<file path="config.mk">
export PLATFORM = sky130hd
export DESIGN_NAME = syncwave_chain
export DESIGN_NICKNAME = d
export VERILOG_FILES = /design/src/rtl/syncwave_pkg.sv /design/src/rtl/syncwave_cfg.sv /design/src/rtl/syncwave_srcsel.sv /design/src/rtl/syncwave_unit.sv /design/src/rtl/syncwave_chain.sv
export SDC_FILE = /design/constraint.sdc
export NUM_CORES = 2
export LEC_CHECK = 0
export BUFFER_PORTS_ARGS = -buffer_cell sky130_fd_sc_hd__buf_2
export CELL_PAD_IN_SITES_DETAIL_PLACEMENT = 2
export CELL_PAD_IN_SITES_GLOBAL_PLACEMENT = 2
export CORE_ASPECT_RATIO = 1.5
export CORE_UTILIZATION = 43
export DETAILED_ROUTE_END_ITERATION = 16
export PLACE_DENSITY = 0.84
export SYNTH_ARGS = -nofsm -noshare
export SYNTH_HDL_FRONTEND = slang
export SYNTH_HIERARCHICAL = 1
export SYNTH_SLANG_ARGS = --single-unit
</file>
<file path="constraint.sdc">
create_clock -name clk -period 23.2 [get_ports clk]
set_clock_uncertainty 0.1 [all_clocks]
set_input_delay 1.16 -clock clk [delete_from_list [all_inputs] [get_ports clk]]
set_output_delay 1.16 -clock clk [all_outputs]
set_load 0.005 [all_outputs]
</file>
<file path="src/rtl/syncwave_pkg.sv">
package syncwave_pkg;
  localparam int CNT_W = 12;
  localparam int POS_W = 10;
  localparam int SRC_W = 3;

  localparam logic [1:0] WORD_TIMING = 2'd0;
  localparam logic [1:0] WORD_SHAPE  = 2'd1;
  localparam logic [1:0] WORD_REPEAT = 2'd2;

  typedef enum logic [1:0] {
    PH_IDLE  = 2'd0,
    PH_DELAY = 2'd1,
    PH_RUN   = 2'd2,
    PH_STOP  = 2'd3
  } phase_e;

  typedef struct packed {
    logic [CNT_W-1:0] run_m1;
    logic [SRC_W-1:0] run_src;
    logic [CNT_W-1:0] offset;
    logic [SRC_W-1:0] off_src;
    logic [POS_W-1:0] up_pos;
    logic [POS_W-1:0] down_pos;
    logic [SRC_W-1:0] clr_src;
    logic             wave_en;
    logic             invert;
    logic [CNT_W-1:0] rep_n;
  } ctr_cfg_t;
endpackage

</file>
<file path="src/rtl/syncwave_cfg.sv">
module syncwave_cfg
  import syncwave_pkg::*;
#(
  parameter int N_CTR = 6,
  parameter int IDX_W = 3
) (
  input  logic             clk,
  input  logic             rst_n,
  input  logic             we,
  input  logic [IDX_W-1:0] ctr,
  input  logic [1:0]       word,
  input  logic [31:0]      wdata,
  output ctr_cfg_t         cfg_o [N_CTR]
);
  for (genvar i = 0; i < N_CTR; i++) begin : g_entry
    ctr_cfg_t q, d;

    always_comb begin
      d = q;
      if (we && (ctr == IDX_W'(i))) begin
        unique case (word)
          WORD_TIMING: begin
            d.run_m1  = wdata[CNT_W-1:0];
            d.run_src = wdata[12 +: SRC_W];
            d.offset  = wdata[16 +: CNT_W];
            d.off_src = wdata[28 +: SRC_W];
          end
          WORD_SHAPE: begin
            d.up_pos   = wdata[POS_W-1:0];
            d.down_pos = wdata[10 +: POS_W];
            d.clr_src  = wdata[20 +: SRC_W];
            d.wave_en  = wdata[23];
            d.invert   = wdata[24];
          end
          WORD_REPEAT: d.rep_n = wdata[CNT_W-1:0];
          default: ;
        endcase
      end
    end

    always_ff @(posedge clk or negedge rst_n) begin
      if (!rst_n) q <= '0;
      else        q <= d;
    end

    assign cfg_o[i] = q;
  end
endmodule

</file>
<file path="src/rtl/syncwave_srcsel.sv">
module syncwave_srcsel
  import syncwave_pkg::*;
#(
  parameter int N_CTR = 6
) (
  input  logic [SRC_W-1:0] code,
  input  logic             pix_ce,
  input  logic [N_CTR-1:0] avail,
  output logic             hit
);
  localparam int N_CODES = 1 << SRC_W;

  always_comb begin
    hit = 1'b0;
    if (code == SRC_W'(1)) begin
      hit = pix_ce;
    end else begin
      for (int j = 0; j < N_CTR; j++) begin
        if ((j + 2 < N_CODES) && (int'(code) == j + 2)) hit = avail[j];
      end
    end
  end
endmodule

</file>
<file path="src/rtl/syncwave_unit.sv">
module syncwave_unit
  import syncwave_pkg::*;
(
  input  logic             clk,
  input  logic             rst_n,
  input  logic             enable,
  input  logic             pix_ce,
  input  logic [CNT_W-1:0] run_m1,
  input  logic [CNT_W-1:0] offset,
  input  logic [CNT_W-1:0] rep_n,
  input  logic [POS_W-1:0] up_pos,
  input  logic [POS_W-1:0] down_pos,
  input  logic             wave_en,
  input  logic             invert,
  input  logic             self_start,
  input  logic             run_hit,
  input  logic             off_hit,
  input  logic             clr_hit,
  output logic             pulse,
  output logic             pin_e,
  output logic             pin_l,
  output logic [CNT_W-1:0] pos
);
  localparam int HS_W = CNT_W + 1;

  phase_e           ph_q, ph_d;
  logic [CNT_W-1:0] cnt_q, cnt_d;
  logic [CNT_W-1:0] off_q, off_d;
  logic [CNT_W-1:0] rep_q, rep_d;
  logic             step;

  assign step = enable && pix_ce;

  always_comb begin
    ph_d  = ph_q;
    cnt_d = cnt_q;
    off_d = off_q;
    rep_d = rep_q;
    pulse = 1'b0;
    if (!enable) begin
      ph_d  = PH_IDLE;
      cnt_d = '0;
    end else if (step) begin
      if (clr_hit || (ph_q == PH_IDLE && self_start)) begin
        cnt_d = '0;
        off_d = offset;
        rep_d = rep_n;
        ph_d  = (offset == '0) ? PH_RUN : PH_DELAY;
      end else begin
        unique case (ph_q)
          PH_IDLE: ph_d = PH_STOP;
          PH_DELAY: begin
            if (off_hit) begin
              if (off_q <= CNT_W'(1)) begin
                ph_d  = PH_RUN;
                cnt_d = '0;
              end else begin
                off_d = off_q - CNT_W'(1);
              end
            end
          end
          PH_RUN: begin
            if (run_hit) begin
              if (cnt_q >= run_m1) begin
                pulse = 1'b1;
                cnt_d = '0;
                if (rep_q != '0) begin
                  rep_d = rep_q - CNT_W'(1);
                  if (rep_q == CNT_W'(1)) ph_d = PH_STOP;
                end
              end else begin
                cnt_d = cnt_q + CNT_W'(1);
              end
            end
          end
          default: ;
        endcase
      end
    end
  end

  always_ff @(posedge clk or negedge rst_n) begin
    if (!rst_n) begin
      ph_q  <= PH_IDLE;
      cnt_q <= '0;
      off_q <= '0;
      rep_q <= '0;
    end else begin
      ph_q  <= ph_d;
      cnt_q <= cnt_d;
      off_q <= off_d;
      rep_q <= rep_d;
    end
  end

  logic [HS_W-1:0] hs_e, hs_l, up_x, dn_x;
  logic            live;

  assign hs_e  = {cnt_q, 1'b0};
  assign hs_l  = {cnt_q, 1'b1};
  assign up_x  = {{(HS_W-POS_W){1'b0}}, up_pos};
  assign dn_x  = {{(HS_W-POS_W){1'b0}}, down_pos};
  assign live  = wave_en && (ph_q == PH_RUN);
  assign pin_e = (live && hs_e >= up_x && hs_e < dn_x) ^ invert;
  assign pin_l = (live && hs_l >= up_x && hs_l < dn_x) ^ invert;
  assign pos   = cnt_q;
endmodule

</file>
<file path="src/rtl/syncwave_chain.sv">
module syncwave_chain
  import syncwave_pkg::*;
#(
  parameter int N_CTR = 6,
  parameter int IDX_W = $clog2(N_CTR)
) (
  input  logic             clk,
  input  logic             rst_n,
  input  logic             pix_ce,
  input  logic             enable,
  input  logic             cfg_we,
  input  logic [IDX_W-1:0] cfg_ctr,
  input  logic [1:0]       cfg_word,
  input  logic [31:0]      cfg_wdata,
  output logic [N_CTR-1:0] ctr_pulse,
  output logic [N_CTR-1:0] pin_early,
  output logic [N_CTR-1:0] pin_late
);
  logic [1:0] rs_q;
  logic       rst_core_n;

  always_ff @(posedge clk or negedge rst_n) begin
    if (!rst_n) rs_q <= '0;
    else        rs_q <= {rs_q[0], 1'b1};
  end
  assign rst_core_n = rs_q[1];

  ctr_cfg_t         cfg [N_CTR];
  logic [N_CTR-1:0] held_q, held_d;
  logic [N_CTR-1:0] clr_hit;
  logic [CNT_W-1:0] ctr_pos [N_CTR];

  syncwave_cfg #(.N_CTR(N_CTR), .IDX_W(IDX_W)) u_cfg (
    .clk(clk), .rst_n(rst_core_n), .we(cfg_we), .ctr(cfg_ctr),
    .word(cfg_word), .wdata(cfg_wdata), .cfg_o(cfg)
  );

  always_comb begin
    held_d = held_q;
    if (!enable)     held_d = '0;
    else if (pix_ce) held_d = ctr_pulse;
  end

  always_ff @(posedge clk or negedge rst_core_n) begin
    if (!rst_core_n) held_q <= '0;
    else             held_q <= held_d;
  end

  for (genvar i = 0; i < N_CTR; i++) begin : g_ctr
    logic [N_CTR-1:0] avail;
    logic             run_hit, off_hit;

    always_comb begin
      for (int j = 0; j < N_CTR; j++) avail[j] = (j < i) ? ctr_pulse[j] : held_q[j];
    end

    syncwave_srcsel #(.N_CTR(N_CTR)) u_run (
      .code(cfg[i].run_src), .pix_ce(pix_ce), .avail(avail), .hit(run_hit));
    syncwave_srcsel #(.N_CTR(N_CTR)) u_off (
      .code(cfg[i].off_src), .pix_ce(pix_ce), .avail(avail), .hit(off_hit));
    syncwave_srcsel #(.N_CTR(N_CTR)) u_clr (
      .code(cfg[i].clr_src), .pix_ce(pix_ce), .avail(avail), .hit(clr_hit[i]));

    syncwave_unit u_unit (
      .clk(clk), .rst_n(rst_core_n), .enable(enable), .pix_ce(pix_ce),
      .run_m1(cfg[i].run_m1), .offset(cfg[i].offset), .rep_n(cfg[i].rep_n),
      .up_pos(cfg[i].up_pos), .down_pos(cfg[i].down_pos),
      .wave_en(cfg[i].wave_en), .invert(cfg[i].invert),
      .self_start(cfg[i].clr_src == '0),
      .run_hit(run_hit), .off_hit(off_hit), .clr_hit(clr_hit[i]),
      .pulse(ctr_pulse[i]), .pin_e(pin_early[i]), .pin_l(pin_late[i]),
      .pos(ctr_pos[i])
    );
  end
endmodule

</file>
==> After elaboration in Yosys (flattened, before gate mapping) <==
Cells that the tools add are included.
{ "totals": {"regBits": 638, "output_inout_bits": 18, "input_bits": 42, "elab_cells": 844} }
{ "classes": {"n_bitwise": 12, "muxes": 332, "n_reduce_logical": 153, "n_addsub": 18, "n_lt_le_gt_ge": 36, "n_eq_ne": 207} }
{ "ops": {"columns": ["op", "count"], "rows": [
  ["12-bit 2-to-1 mux", 96],
  ["3-bit equality test, second input constant", 74],
  ["1-bit 2-to-1 mux", 162],
  ["13-bit by 10-bit greater-or-equal comparator with 1-bit output", 12],
  ["13-bit by 10-bit less-than comparator with 1-bit output", 12],
  ["12-bit one-hot mux with 2 select lines", 6],
  ["12-bit by 1-bit subtractor with 12-bit output, second input constant", 12],
  ["2-bit 2-to-1 mux", 60],
  ["3-bit by 1-bit equality test with 1-bit output, second input constant", 37],
  ["4-bit by 2-bit inequality test with 1-bit output, second input constant", 24],
  ["12-bit by 1-bit adder with 12-bit output, second input constant", 6],
  ["12-bit by 1-bit equality test with 1-bit output, second input constant", 6],
  ["12-bit greater-or-equal comparator", 6],
  ["12-bit by 1-bit <= comparator with 1-bit output, second input constant", 6],
  ["12-bit logical NOT", 6],
  ["12-bit nonzero test", 6],
  ["2-bit nonzero test", 36],
  ["3-bit by 2-bit equality test with 1-bit output, second input constant", 20],
  ["5-bit AND reduction", 12],
  ["4-bit by 3-bit inequality test with 1-bit output, second input constant", 12],
  ["8-bit AND reduction", 6],
  ["1-bit logical AND", 43],
  ["2-bit one-hot mux with 3 select lines", 6],
  ["2-bit AND reduction", 18],
  ["other kinds (12)", 74]
]} }

==> Longest topological paths before layout <==
{ "logic_depth": {"depth_word": 65, "mapped_depth": 39, "ltp_nobuf": 38} }

==> By module <==
Netlist, hierarchy kept.
{ "by_module_without_submodules": {"columns": ["module", "seq_area_each_um2", "area_each_um2", "instances", "cells_each"], "rows": [
  ["syncwave_cfg", 10059.6, 15124.5, 1, 895],
  ["syncwave_unit at g_ctr[0].u_unit ...", 950.9, 3397.0, 4, 434],
  ["syncwave_unit at g_ctr[5].u_unit", 950.9, 3377.0, 1, 427],
  ["syncwave_unit at g_ctr[1].u_unit", 950.9, 3365.7, 1, 413],
  ["syncwave_srcsel", 0.0, 63.8, 18, 5],
  ["syncwave_chain", 200.2, 342.8, 1, 28]
]} }

==> Least setup slack after synthesis <==
Ideal clock, no wire load.
{ "synth_timing": {"path_type": "input-to-output", "from": "in pix_ce", "to": "out ctr_pulse[5]", "n_path_buf": 2, "path_stages": 35, "required_time_ns": 21.940, "t_arrival_ns": 10.771, "slack_ns": 11.169, "cell_sequence": "and2_2 mux4_2 a21oi_2 and2_1 nand2_1 nor4b_1 mux2_2 mux4_2 a21oi_1 nand3_1 nor2_1 mux2_2 mux4_2 a21oi_2 and2_1 nand2_1 nor4b_1 mux2_2 mux4_2 a21oi_2 and2_1 nand2_1 nor4b_1 mux2_2 mux4_2 a21oi_2 and2_1 nand2_1 nor4b_1 mux2_1 mux4_2 nand2b_1 clkbuf_1 clkbuf_1 nor2_1"} }
{ "synth_via": {"word_cells_on_any_way": 109, "cone_classes": "mux (102); reduce/logical (7)"} }
{ "synth_rtl": {"columns": ["element", "line", "source"], "rows": [
  ["start: declaration", "syncwave_chain.sv:9", "input logic pix_ce,"],
  ["1-bit 2-to-1 mux", "syncwave_srcsel.sv:15", "if (code == SRC_W'(1)) begin"],
  ["net clr_hit[0]", "syncwave_chain.sv:30", "logic [N_CTR-1:0] clr_hit;"],
  ["1-bit logical OR", "syncwave_unit.sv:44", "if (clr_hit || (ph_q == PH_IDLE && self_start)) begin"],
  ["1-bit 2-to-1 mux", "syncwave_unit.sv:44", null],
  ["1-bit 2-to-1 mux", "syncwave_unit.sv:43", "end else if (step) begin"],
  ["1-bit 2-to-1 mux", "syncwave_unit.sv:40", "if (!enable) begin"],
  ["net ctr_pulse[0]", "syncwave_chain.sv:15", "output logic [N_CTR-1:0] ctr_pulse,"],
  ["1-bit 2-to-1 mux (6 in series)", "syncwave_srcsel.sv:19", "if ((j + 2 < N_CODES) && (int'(code) == j + 2)) hit = avail[j];"],
  ["[... 1 more ...]", null, null],
  ["net clr_hit[1]", "syncwave_chain.sv:30", null],
  ["[... 4 more ...]", null, null],
  ["net ctr_pulse[1]", "syncwave_chain.sv:15", null],
  ["[... 6 more ...]", null, null],
  ["net clr_hit[2]", "syncwave_chain.sv:30", null],
  ["[... 4 more ...]", null, null],
  ["net ctr_pulse[2]", "syncwave_chain.sv:15", null],
  ["[... 5 more ...]", null, null],
  ["net clr_hit[3]", "syncwave_chain.sv:30", null],
  ["[... 4 more ...]", null, null],
  ["net ctr_pulse[3]", "syncwave_chain.sv:15", null],
  ["[... 4 more ...]", null, null],
  ["net clr_hit[4]", "syncwave_chain.sv:30", null],
  ["[... 4 more ...]", null, null],
  ["net ctr_pulse[4]", "syncwave_chain.sv:15", null],
  ["1-bit 2-to-1 mux (2 in series)", "syncwave_srcsel.sv:19", null],
  ["1-bit 2-to-1 mux", "syncwave_srcsel.sv:15", null],
  ["net clr_hit[5]", "syncwave_chain.sv:30", null],
  ["1-bit logical OR", "syncwave_unit.sv:44", null],
  ["1-bit 2-to-1 mux", "syncwave_unit.sv:44", null],
  ["1-bit 2-to-1 mux", "syncwave_unit.sv:43", null],
  ["1-bit 2-to-1 mux", "syncwave_unit.sv:40", null],
  ["end: declaration", "syncwave_chain.sv:15", null]
]} }
The timed path passes the listed nets, and every way through them passes these cells.

==> Worst setup path in the final report <==
{ "layout_timing": {"from": "reg g_ctr[0].u_unit.cnt_q[0]", "to": "out ctr_pulse[5]"} }
{ "layout_via": {"word_cells_on_any_way": 107, "cone_classes": "order compare (1); mux (101); reduce/logical (5)"} }
{ "layout_rtl": {"columns": ["element", "line", "source"], "rows": [
  ["start: declaration", "syncwave_unit.sv:27", "logic [CNT_W-1:0] cnt_q, cnt_d;"],
  ["start signal: assignment", "syncwave_unit.sv:90", "cnt_q <= cnt_d;"],
  ["12-bit greater-or-equal comparator", "syncwave_unit.sv:64", "if (cnt_q >= run_m1) begin"],
  ["1-bit 2-to-1 mux", "syncwave_unit.sv:64", null],
  ["1-bit 2-to-1 mux", "syncwave_unit.sv:63", "if (run_hit) begin"],
  ["1-bit 2-to-1 mux", "syncwave_unit.sv:50", "unique case (ph_q)"],
  ["1-bit 2-to-1 mux", "syncwave_unit.sv:44", null],
  ["1-bit 2-to-1 mux", "syncwave_unit.sv:43", null],
  ["1-bit 2-to-1 mux", "syncwave_unit.sv:40", null],
  ["1-bit 2-to-1 mux (6 in series)", "syncwave_srcsel.sv:19", null],
  ["[... 1 more ...]", null, null],
  ["net clr_hit[1]", "syncwave_chain.sv:30", null],
  ["[... 10 more ...]", null, null],
  ["net clr_hit[2]", "syncwave_chain.sv:30", null],
  ["[... 9 more ...]", null, null],
  ["net clr_hit[3]", "syncwave_chain.sv:30", null],
  ["[... 8 more ...]", null, null],
  ["net clr_hit[4]", "syncwave_chain.sv:30", null],
  ["[... 4 more ...]", null, null],
  ["1-bit 2-to-1 mux (2 in series)", "syncwave_srcsel.sv:19", null],
  ["1-bit 2-to-1 mux", "syncwave_srcsel.sv:15", null],
  ["net g_ctr[5].run_hit", "syncwave_chain.sv:51", "logic run_hit, off_hit;"],
  ["1-bit 2-to-1 mux", "syncwave_unit.sv:63", null],
  ["1-bit 2-to-1 mux", "syncwave_unit.sv:50", null],
  ["1-bit 2-to-1 mux", "syncwave_unit.sv:44", null],
  ["1-bit 2-to-1 mux", "syncwave_unit.sv:43", null],
  ["1-bit 2-to-1 mux", "syncwave_unit.sv:40", null]
]} }
The timed path passes the listed nets, and every way through them passes these cells.

==> results.sh <==
export IMPL_endpoint_kind="output port"
export IMPL_tritoncts_num_buffers=68
export IMPL_cp_start_kind="flip-flop"
export IMPL_die_h_microns=361
export IMPL_hold_violations=0
export IMPL_crit_type="flip-flop to output port"
export IMPL_arrival_ns=13.31
export IMPL_syn_to_final_growth_pct=9.80
export IMPL_postCtsSetupBuffers=0
export IMPL_grt_pass1_vias=35500
export IMPL_initial_core_util_pct=43.4
export IMPL_synthCells=3589
export IMPL_grt_use_met2_pct=60.4
export IMPL_via_per_inst=6.45
export IMPL_rsz0062_at_grt="no"
export IMPL_slowest_delay_ns=1.31
export IMPL_dieArea_sq_um=87100
export IMPL_grt_pass1_wl_microns=226000
export IMPL_drt_pre_antenna_iters=5
export IMPL_r2r_end="g_ctr[5].u_unit/pos[11]$_DFFE_PN0P_"
export IMPL_remaining_drc_errors=0
export IMPL_min_path_type="input port to asynchronous set/reset pin"
export IMPL_r2r_start="g_ctr[0].u_unit/pos[0]$_DFFE_PN0P_"
export IMPL_synth_flop_cell="dfrtp_1"
export IMPL_wl_per_cell_microns=31.1
export IMPL_crit_fanout=42
export IMPL_gr_total_overflow=0
export IMPL_core_region_area_sq_um=85100
export IMPL_cts_resized=0
export IMPL_wl_microns=149000
export IMPL_slew_violations=9
export IMPL_multi_input_area_sq_um=19300
export IMPL_track_usage_pct=34.5
export IMPL_grt_busiest_layer="met2"
export IMPL_clkSlewWorstSetupHoldPaths_ns=0.06
export IMPL_gp_congestion=0.835
export IMPL_cp_common_cell="buf_4"
export IMPL_nFillCells=8572
export IMPL_slew_limit_headroom_pct=-5.58
export IMPL_seq_area_frac_synth_pct=43.2
export IMPL_setup_tns_ns=0
export IMPL_timing_fmax_mhz=68.6
export IMPL_violations="max-capacitance violations, max-slew violations"
export IMPL_cts_sinks=638
export IMPL_num_nets_final=3888
export IMPL_crit_path_top_delay_cell="nor4b_2"
export IMPL_final_period_utilization_pct=62.8
export IMPL_die_x_microns=241
export IMPL_leakage_nw=18.4
export IMPL_period_needed_ns=14.57
export IMPL_netlist_area_sq_um=36900
export IMPL_crit_family="simple AND/OR/NAND/NOR gates"
export IMPL_yosys_warnings=6
export IMPL_clkLatencyLatePin_ns=0.66
export IMPL_ios=60
export IMPL_synthArstFlopShare_pct=100
export IMPL_status="finished, violations left"
export IMPL_worst_path_buf_inv=10
export IMPL_clockRootBuffer="clkbuf_16"
export IMPL_num_rows=131
export IMPL_maxCapViolCount=1
export IMPL_cts_tree="done"
export IMPL_power_density_nw_per_um2=107
export IMPL_ys_types=94
export IMPL_dp_hpwl_microns=87300
export IMPL_ys_seq_elements=638
export IMPL_finalSetupViolations=0
export IMPL_postCtsHoldBufs=0
export IMPL_vias=30900
export IMPL_worstMarginPinSlew_ns=1.58
export IMPL_met3_usage_pct=5.85
export IMPL_avgSynthCellArea_sq_um=10.3
export IMPL_seq_area_sq_um=16000
export IMPL_ant_nets=0
export IMPL_synth_nets=3871
export IMPL_use_met1_pct=38.1
export IMPL_portBuffers=58
export IMPL_grt_antenna_before_repair=12
export IMPL_dp_slack_ns=9.52
export IMPL_r2r_cells=46
export IMPL_cts_max_path_buffers=3
export IMPL_synth_edf_count=0
export IMPL_worstPathRequired_ns=21.94
export IMPL_fin_ws_ns=8.63
export IMPL_drive_gt1_share_pct=20.3
export IMPL_drt_iter0_markers=2025
export IMPL_cts_max_level=3
export IMPL_grt_max_degree=69
export IMPL_irDropWorstVdd_v=0.0000604
export IMPL_reg2reg_slack_ns=9.28
==> through the flow <==
stage | utilization (%) | instances | area (sq um) | total power (W) | hold WS [ns]
2_1_floorplan | - | 3589 | 36900 | 0.00254 | 0.231
3_3_place_gp | 44.9 | 4666 | 38200 | 0.00287 | 0.236
3_5_place_dp | 44.9 | 4666 | 38200 | 0.00301 | 0.236
4_1_cts | 47.7 | 4783 | 40500 | 0.00433 | 0.150
5_1_grt | 47.7 | 4788 | 40600 | 0.00453 | 0.169
6_report | 47.7 | 4791 | 40600 | 0.00435 | 0.183
==> placed cells by master, fill, tap and decap left out, types with 31 or more instances in the layout <==
master     Yosys  routed
nor2b_1       61      61
buf_2         42      58
o21a_1        36      36
nand2b_1      59      59
nand3_1       82      82
o21ai_0      229     229
nor2_1       197     197
buf_4          6      42
nand4_1       31      31
dfrtp_1      638     637
mux2_1        32      32
clkbuf_16      0      71
and3_1        35      35
nand2_1      265     265
nor3_1        76      75
mux2_2       415     415
a21oi_1      180     180
inv_1        243     243
nor4_1        59      59
ha_1         240     240
==> cells by family after synthesis <==
logic type	Yosys count	synth area share [%]
fa+ha+maj	240	8.13
buf+inv	396	4.57
xor+xnor	12	0.284
simple gates	1004	14.1
mux	494	15.6
flops	638	43.2
other cells	1	0.0101
compound gates	804	14.0
==> sequential cells by signal (all words and copies together), names as in the netlist <==
name,flops
g_ctr.u_unit/pos,72
g_ctr.u_unit/ph_q,12
g_ctr.u_unit/off_q,72
u_cfg/cfg_o,402
rs_q,2
g_ctr.avail,6
g_ctr.u_unit/rep_q,72
==> worst max path at each step <==
stage	cells past startpoint	slack [ns]	endpoint	startpoint
after floorplan	0	4.00	g_ctr[0].avail[0]$_DFFE_PN0P_	rs_q[1]$_DFF_PN0_
after global placement	43	10.07	ctr_pulse[5]	pix_ce
after detailed placement	45	9.52	ctr_pulse[5]	pix_ce
after CTS	44	8.92	ctr_pulse[5]	g_ctr[0].u_unit/pos[0]$_DFFE_PN0P_
after global routing	44	8.35	ctr_pulse[5]	g_ctr[0].u_unit/pos[0]$_DFFE_PN0P_
final	44	8.63	ctr_pulse[5]	g_ctr[0].u_unit/pos[0]$_DFFE_PN0P_
==> cell usage after synthesis, types with 15 or more instances <==
cell type / n / area (sq um)
nand4_1: 31 / 194
nand3_1: 82 / 410
mux2_2: 415 / 4670
o211ai_1: 20 / 150
buf_6: 17 / 191
o22ai_1: 29 / 181
o21ai_1: 15 / 75.1
mux4_2: 18 / 405
a21o_1: 23 / 173
or3_1: 26 / 163
o21a_1: 36 / 270
ha_1: 240 / 3000
dfrtp_1: 638 / 16000
nand2_1: 265 / 995
nand2b_1: 59 / 369
clkbuf_1: 86 / 323
nor4_1: 59 / 369
a22oi_1: 17 / 128
a2bb2oi_1: 15 / 131
nor3_1: 76 / 380
o21ai_0: 229 / 1150
nor2_1: 197 / 739
o22a_1: 18 / 158
mux2_1: 32 / 360
inv_1: 243 / 912
buf_2: 42 / 210
and3_1: 35 / 219
nor2b_1: 61 / 382
mux2i_1: 19 / 190
a211oi_1: 27 / 203
a21oi_1: 180 / 901
o31ai_1: 25 / 188
and2_2: 18 / 135
a31oi_1: 30 / 188
==> final cells by class <==
type	count	area share [%]
antenna	8	0.0493
timing repair buffer	100	1.49
clock buffer	100	5.07
multi-input combinational	2555	47.6
tap	1130	3.49
inverter	243	2.25
clock inverter	17	0.666
sequential	638	39.4
==> power breakdown <==
group / total [W] / switching, W / internal (W)
Sequential: 0.00166 / 0.000285 / 0.00137
Clock: 0.00120 / 0.000504 / 0.000691
Combinational: 0.00149 / 0.000948 / 0.000544
Total: 0.00435 / 0.00174 / 0.00261
==> metal layers <==
layer,wire [microns],up-vias
met1,55100,16300
met5,30,-
met3,6800,511
met4,10300,4
met2,76600,1071
li1,-,13000
(Power assumes the default switching activity.)
